[src/rtl/scandiag_pkg.sv]
package scandiag_pkg;

  typedef enum logic [3:0] {
    SQ_IDLE,
    SQ_RST,
    SQ_IR_HDR,
    SQ_IR_SH,
    SQ_IR_END,
    SQ_DR_HDR,
    SQ_DR_SH,
    SQ_DR_END,
    SQ_FIN
  } seq_st_t;

  typedef enum logic [1:0] {
    PH_IDLE,
    PH_LOW,
    PH_HIGH
  } clk_ph_t;

  localparam int RST_ONES = 5;

endpackage

[src/rtl/scandiag_clkgen.sv]
module scandiag_clkgen
  import scandiag_pkg::*;
#(
  parameter int HALF = 2
) (
  input  logic clk,
  input  logic rst_n,
  input  logic bit_valid,
  output logic bit_ready,
  input  logic sel_in,
  input  logic dat_in,
  output logic scan_clk,
  output logic scan_sel,
  output logic scan_do,
  input  logic scan_di,
  output logic smp_valid,
  output logic smp_bit
);

  localparam int HW = (HALF > 1) ? $clog2(HALF) : 1;
  localparam logic [HW-1:0] HEND = HW'(HALF - 1);

  clk_ph_t        ph;
  logic [HW-1:0]  cnt;

  assign bit_ready = (ph == PH_IDLE) || (ph == PH_HIGH && cnt == HEND);

  always_ff @(posedge clk or negedge rst_n) begin
    if (!rst_n) begin
      ph        <= PH_IDLE;
      cnt       <= '0;
      scan_clk  <= 1'b0;
      scan_sel  <= 1'b0;
      scan_do   <= 1'b0;
      smp_valid <= 1'b0;
      smp_bit   <= 1'b0;
    end else begin
      smp_valid <= 1'b0;
      case (ph)
        PH_LOW: begin
          if (cnt == HEND) begin
            scan_clk  <= 1'b1;
            smp_valid <= 1'b1;
            smp_bit   <= scan_di;
            ph        <= PH_HIGH;
            cnt       <= '0;
          end else begin
            cnt <= cnt + 1'b1;
          end
        end
        PH_HIGH: begin
          if (cnt == HEND) begin
            scan_clk <= 1'b0;
            ph       <= PH_IDLE;
          end else begin
            cnt <= cnt + 1'b1;
          end
        end
        default: ;
      endcase
      if (bit_valid && bit_ready) begin
        scan_sel <= sel_in;
        scan_do  <= dat_in;
        ph       <= PH_LOW;
        cnt      <= '0;
      end
    end
  end

endmodule

[src/rtl/scandiag_cmp.sv]
module scandiag_cmp #(
  parameter int POS_W = 5,
  parameter int NET_W = 5
) (
  input  logic             clk,
  input  logic             rst_n,
  input  logic             clr,
  input  logic             chk_en,
  input  logic             ctrl_cell,
  input  logic             exp_bit,
  input  logic             got_bit,
  input  logic [POS_W-1:0] pos,
  output logic             found,
  output logic [NET_W-1:0] net,
  output logic             stuck_one
);

  always_ff @(posedge clk or negedge rst_n) begin
    if (!rst_n) begin
      found     <= 1'b0;
      net       <= '0;
      stuck_one <= 1'b0;
    end else if (clr) begin
      found     <= 1'b0;
      net       <= '0;
      stuck_one <= 1'b0;
    end else if (chk_en && !ctrl_cell && !found && (got_bit != exp_bit)) begin
      found     <= 1'b1;
      net       <= NET_W'(pos);
      stuck_one <= got_bit;
    end
  end

endmodule

[src/rtl/scandiag_seq.sv]
module scandiag_seq
  import scandiag_pkg::*;
#(
  parameter int NUM_DEV = 3,
  parameter int MAX_BSR = 16,
  parameter int HALF    = 2,
  parameter int NET_W   = 5,
  parameter int IR_LEN  [NUM_DEV] = '{8, 3, 8},
  parameter int BSR_LEN [NUM_DEV] = '{10, 3, 10},
  parameter logic [MAX_BSR-1:0] CTRL_MASK [NUM_DEV] = '{16'h0201, 16'h0004, 16'h0030}
) (
  input  logic             clk,
  input  logic             rst_n,
  input  logic             start,
  output logic             busy,
  output logic             done,
  output logic             fault_found,
  output logic [NET_W-1:0] fault_net,
  output logic             fault_stuck_one,
  output logic             scan_clk,
  output logic             scan_sel,
  output logic             scan_do,
  input  logic             scan_di
);

  function automatic int sum_ir();
    int s = 0;
    for (int i = 0; i < NUM_DEV; i++) s += IR_LEN[i];
    return s;
  endfunction

  function automatic int sum_bsr();
    int s = 0;
    for (int i = 0; i < NUM_DEV; i++) s += BSR_LEN[i];
    return s;
  endfunction

  localparam int IR_TOTAL  = sum_ir();
  localparam int CHAIN_LEN = sum_bsr();

  // Position 0 is the cell nearest the serial output: walk devices from that end.
  function automatic logic [CHAIN_LEN-1:0] ctrl_map();
    logic [CHAIN_LEN-1:0] m = '0;
    int pos = 0;
    for (int d = NUM_DEV - 1; d >= 0; d--) begin
      for (int k = 0; k < BSR_LEN[d]; k++) begin
        m[pos] = CTRL_MASK[d][k];
        pos++;
      end
    end
    return m;
  endfunction

  localparam logic [CHAIN_LEN-1:0] CHAIN_CTRL = ctrl_map();
  localparam int LONGEST = (IR_TOTAL > CHAIN_LEN) ? IR_TOTAL : CHAIN_LEN;
  localparam int CNT_W   = $clog2(LONGEST + 8);
  localparam int POS_W   = $clog2(CHAIN_LEN);
  localparam logic [CNT_W-1:0] IR_LAST = CNT_W'(IR_TOTAL - 1);
  localparam logic [CNT_W-1:0] DR_LAST = CNT_W'(CHAIN_LEN - 1);

  seq_st_t          st, nxt_st;
  logic [CNT_W-1:0] cnt;
  logic [1:0]       scan;
  logic             bit_valid, bit_ready, accept, last_bit;
  logic             sel_n, dat_n;
  logic [POS_W-1:0] pos;
  logic             smp_valid, smp_bit;
  logic             smp_chk, smp_exp;
  logic [POS_W-1:0] smp_pos;
  logic             cmp_clr;

  assign pos     = cnt[POS_W-1:0];
  assign accept  = bit_valid && bit_ready;
  assign busy    = (st != SQ_IDLE);
  assign cmp_clr = (st == SQ_IDLE) && start;

  always_comb begin
    bit_valid = 1'b1;
    sel_n     = 1'b0;
    dat_n     = 1'b0;
    last_bit  = 1'b0;
    nxt_st    = st;
    case (st)
      SQ_RST: begin
        sel_n    = (cnt < CNT_W'(RST_ONES));
        last_bit = (cnt == CNT_W'(RST_ONES));
        nxt_st   = SQ_IR_HDR;
      end
      SQ_IR_HDR: begin
        sel_n    = (cnt < CNT_W'(2));
        last_bit = (cnt == CNT_W'(3));
        nxt_st   = SQ_IR_SH;
      end
      SQ_IR_SH: begin
        sel_n    = (cnt == IR_LAST);
        last_bit = sel_n;
        nxt_st   = SQ_IR_END;
      end
      SQ_IR_END: begin
        sel_n    = (cnt == '0);
        last_bit = (cnt == CNT_W'(1));
        nxt_st   = SQ_DR_HDR;
      end
      SQ_DR_HDR: begin
        sel_n    = (cnt == '0);
        last_bit = (cnt == CNT_W'(2));
        nxt_st   = SQ_DR_SH;
      end
      SQ_DR_SH: begin
        sel_n    = (cnt == DR_LAST);
        last_bit = sel_n;
        dat_n    = !CHAIN_CTRL[pos] && (scan == 2'd0);
        nxt_st   = SQ_DR_END;
      end
      SQ_DR_END: begin
        sel_n    = (cnt == '0);
        last_bit = (cnt == CNT_W'(1));
        nxt_st   = (scan == 2'd2) ? SQ_FIN : SQ_DR_HDR;
      end
      default: bit_valid = 1'b0;
    endcase
  end

  always_ff @(posedge clk or negedge rst_n) begin
    if (!rst_n) begin
      st      <= SQ_IDLE;
      cnt     <= '0;
      scan    <= '0;
      done    <= 1'b0;
      smp_chk <= 1'b0;
      smp_exp <= 1'b0;
      smp_pos <= '0;
    end else begin
      done <= 1'b0;
      if (st == SQ_IDLE) begin
        if (start) begin
          st   <= SQ_RST;
          cnt  <= '0;
          scan <= '0;
        end
      end else if (st == SQ_FIN) begin
        if (bit_ready) begin
          done <= 1'b1;
          st   <= SQ_IDLE;
        end
      end else if (accept) begin
        smp_chk <= (st == SQ_DR_SH) && (scan != 2'd0);
        smp_exp <= (scan == 2'd1);
        smp_pos <= pos;
        if (last_bit) begin
          cnt <= '0;
          st  <= nxt_st;
          if (st == SQ_DR_END && scan != 2'd2) scan <= scan + 1'b1;
        end else begin
          cnt <= cnt + 1'b1;
        end
      end
    end
  end

  scandiag_clkgen #(.HALF(HALF)) clkgen_i (
    .clk       (clk),
    .rst_n     (rst_n),
    .bit_valid (bit_valid),
    .bit_ready (bit_ready),
    .sel_in    (sel_n),
    .dat_in    (dat_n),
    .scan_clk  (scan_clk),
    .scan_sel  (scan_sel),
    .scan_do   (scan_do),
    .scan_di   (scan_di),
    .smp_valid (smp_valid),
    .smp_bit   (smp_bit)
  );

  scandiag_cmp #(.POS_W(POS_W), .NET_W(NET_W)) cmp_i (
    .clk       (clk),
    .rst_n     (rst_n),
    .clr       (cmp_clr),
    .chk_en    (smp_valid && smp_chk),
    .ctrl_cell (CHAIN_CTRL[smp_pos]),
    .exp_bit   (smp_exp),
    .got_bit   (smp_bit),
    .pos       (smp_pos),
    .found     (fault_found),
    .net       (fault_net),
    .stuck_one (fault_stuck_one)
  );

endmodule

[config.mk]
export PLATFORM = sky130hd
export DESIGN_NAME = scandiag_seq
export DESIGN_NICKNAME = d
export VERILOG_FILES = /design/src/rtl/scandiag_pkg.sv /design/src/rtl/scandiag_clkgen.sv /design/src/rtl/scandiag_cmp.sv /design/src/rtl/scandiag_seq.sv
export SDC_FILE = /design/constraint.sdc
export NUM_CORES = 1
export LEC_CHECK = 0
export ABC_CLOCK_PERIOD_IN_PS = 5800
export BUFFER_PORTS_ARGS = -buffer_cell sky130_fd_sc_hd__clkbuf_2
export CAP_MARGIN = 20
export CORE_MARGIN = 3
export CORE_UTILIZATION = 41
export DETAILED_ROUTE_END_ITERATION = 10
export HOLD_SLACK_MARGIN = 0.06
export SYNTH_ARGS = -nofsm -noshare
export SYNTH_HDL_FRONTEND = slang
export SYNTH_HIERARCHICAL = 1
export SYNTH_SLANG_ARGS = --single-unit
[constraint.sdc]
create_clock -name clk -period 5.8 [get_ports clk]
set_input_delay 0.87 -clock clk [delete_from_list [all_inputs] [get_ports clk]]
set_output_delay 0.87 -clock clk [all_outputs]
set_load 0.02 [all_outputs]
==> reports/results.txt <==
Starting Density = 43.96%
Main flop type after synthesis = dfrtp_1
Worst Tran Pin Value = 0.8742 ns
Final #Nets = 231
Setup TNS = 0 ns
Post-CTS setup buffer count = 0
I/O pin count = 16
Core area = 4534 um^2
WHS = 0.4607 ns
Achievable frequency = 0.3843 GHz
Critical-path cell list = nor3_1, nand2_1, clkbuf_2
DR vias/cell = 5.297
GP Congestion = 0.7923
Crit path arrival time = 1.73 ns
Chip Height = 75.73 um
Clock transition at the registers of the reported paths = 0.08 ns
Synth cell count leaders = dfrtp_1 (34), nand2_1 (30), nand2b_1 (15), inv_1 (11), o21ai_0 (10)
PnR Total Power = 0.0005059 W
Initial antenna violation count = 0
Type of the worst min-delay path = reg2reg
Leakage = 1.005 nW
Seq/Total Area, Yosys = 42.69%
Setup violations, final = 0
Post_cts resized = 0
Most common cell in the synthesized netlist = dfrtp_1
Worst setup EP type = output port
Initial drt markers = 77
CTS buffer count = 5
Clock tree buffer depth = 2
Critical path class = reg2out
Syn nets = 219
Number of flops mapped to enable cells by yosys = 0
Grt total ovfl = 0
PwrDens = 226.0 nW/um^2
First-pass GRT wire length = 6975 um
Die Wd = 75.73 um
Vias = 1515
Cell area after synthesis = 1993 um^2
RSZ-0062 raised after global routing = no
Post-Route WL = 4019 um
Post-route ant nets = 0
Relative slew slack = 41.72%
Syn Area/Cell = 9.583 um^2
First-pass DRT Iterations = 4
Drt drc = 0
Port bufs = 15
Skew final = 0.006165 ns
Worst skew pair latency = 0.28 ns
Top post-synthesis cells by area = dfrtp_1 (43%), nand2_1 (5.6%), nand2b_1 (4.7%)
Dpl hpwl = 2799 um
FP Rows = 24
Worst Path Required = 4.93 ns
Yosys top cell by area = dfrtp_1
Maximum Capacitance Violations = 0
Share of the synthesized area in the top cell type = 42.69%
Critical-path top delay cell = nor3_1
Root Driver = clkbuf_8
Share of post-route cells with drive strength above 1 = 15.84%
Synth warnings = 6
Num Clock Sinks = 34
Status = complete, no violations
Slew Viols, Final = 0
Routed length per instance = 14.05 um
TritonCTS clock tree = yes
H-tree levels = 2
Vias in the first global route = 1481
Yosys reg bits = 34
Share of synthesized flip-flops with an asynchronous set or reset = 100.0%
Area Overhead vs Synth = 12.30%
Final Hold Fails = 0
Cells after Synth = 208
Peak VDD IR = 178.8 uV
Minimum clock period = 2.602 ns
Ant diodes = 0
CP Max Fanout = 17
Full die area = 5734 um^2
Largest net degree at the start of global routing = 35
Startpoint types = register
All-layer global routing usage = 16.14%
Yosys cell types = 57
CTS Hold Bufs = 0
Max stage delay on crit path = 0.59 ns
Fin crit share = 44.86%
==> flip-flops by register name, summed over array words and instances (netlist names) <==
register and flops:
smp_chk 1, scan 2, done 1, clkgen_i/scan_do 1, clkgen_i/scan_sel 1, smp_exp 1, clkgen_i/smp_bit 1, cnt 5
cmp_i/found 1, cmp_i/stuck_one 1, clkgen_i/scan_clk 1, smp_pos 5, clkgen_i/smp_valid 1, st 4, clkgen_i/ph 2, clkgen_i/cnt 1
cmp_i/net 5
==> final cells by class <==
type	count	area, um^2
inverters	11	41.29
clock inverters	3	68.82
well taps	65	81.33
multi-input cells	153	1052
clock buffers	5	68.82
fillers	432	2296
flip-flops and latches	34	850.8
repair buffers	15	75.07
==> stage by stage <==
stage	util (%)	instance area, um^2	cells	setup WS [ns]
floorplan	-	1993	208	3.698
global placement	46.33	2101	278	3.510
detailed placement	46.33	2101	278	3.473
CTS	49.37	2238	286	3.219
global route	49.37	2238	286	3.098
finish	49.37	2238	286	3.198
==> cells by family (layout without fill, tap and decap cells) <==
group / Yosys count / in the layout / share of synthesized area (%)
mux: 9 / 9 / 5.085
fa+ha+maj: 7 / 7 / 4.394
simple gates: 88 / 88 / 25.49
compound gates: 46 / 46 / 16.13
flops: 34 / 34 / 42.69
buf+inv: 21 / 34 / 4.519
xor+xnor: 3 / 3 / 1.695
==> critical path: cells and delay by family, from the launching register on <==
family,cells,cell delay [ns]
simple gates,2,0.71
flops,1,0.56
buf+inv,1,0.18
==> report_power, final <==
part | total, W | switching, W | leakage, nW | internal (W)
logic | 0.00000677 | 0.00000539 | 0.515 | 0.00000137
clock network | 0.000261 | 0.0000891 | 0.0683 | 0.000172
registers | 0.000238 | 0.000000473 | 0.421 | 0.000237
total | 0.000506 | 0.0000950 | 1.00 | 0.000411
==> path summary, 6_finish.rpt <==
path / cells after the start / slack [ns] / to / from
setup / recovery: 3 / 3.20 / busy / st[0]$_DFFE_PN0P_
hold / removal: 2 / 0.46 / smp_chk$_DFFE_PN0P_ / smp_chk$_DFFE_PN0P_
setup reg to reg: 7 / 3.54 / cnt[3]$_DFFE_PN0P_ / cnt[0]$_DFFE_PN0P_
hold reg to reg: 2 / 0.46 / smp_chk$_DFFE_PN0P_ / smp_chk$_DFFE_PN0P_
max in group asynchronous: 1 / 4.57 / scan[0]$_DFFE_PN0P_ / rst_n
min in group asynchronous: 1 / 0.69 / cmp_i/net[2]$_DFFE_PN0P_ / rst_n
==> layer usage <==
metal | vias to the layer above | track usage, % | wire, um | share of wire [%]
li1 | 755 | - | - | -
met1 | 705 | 21.76 | 1942 | 48
met2 | 47 | 24.07 | 1814 | 45
met3 | 8 | 5.145 | 203 | 5.1
met4 | 0 | 6.408 | 57 | 1.4
met5 | - | 0 | 0 | 0
==> layout by cell type (no fill, tap or decap), types with 3 or more instances in the layout <==
cell type / n
ha_1: 7
clkbuf_8: 5
dfrtp_1: 34
clkbuf_2: 15
a21oi_1: 9
nand3_1: 8
inv_1: 11
nand2b_1: 15
mux2i_1: 6
o211ai_1: 3
o21ai_0: 10
and3_1: 3
nand2_1: 30
nor2_1: 9
Power figures use the tool's default switching activity.
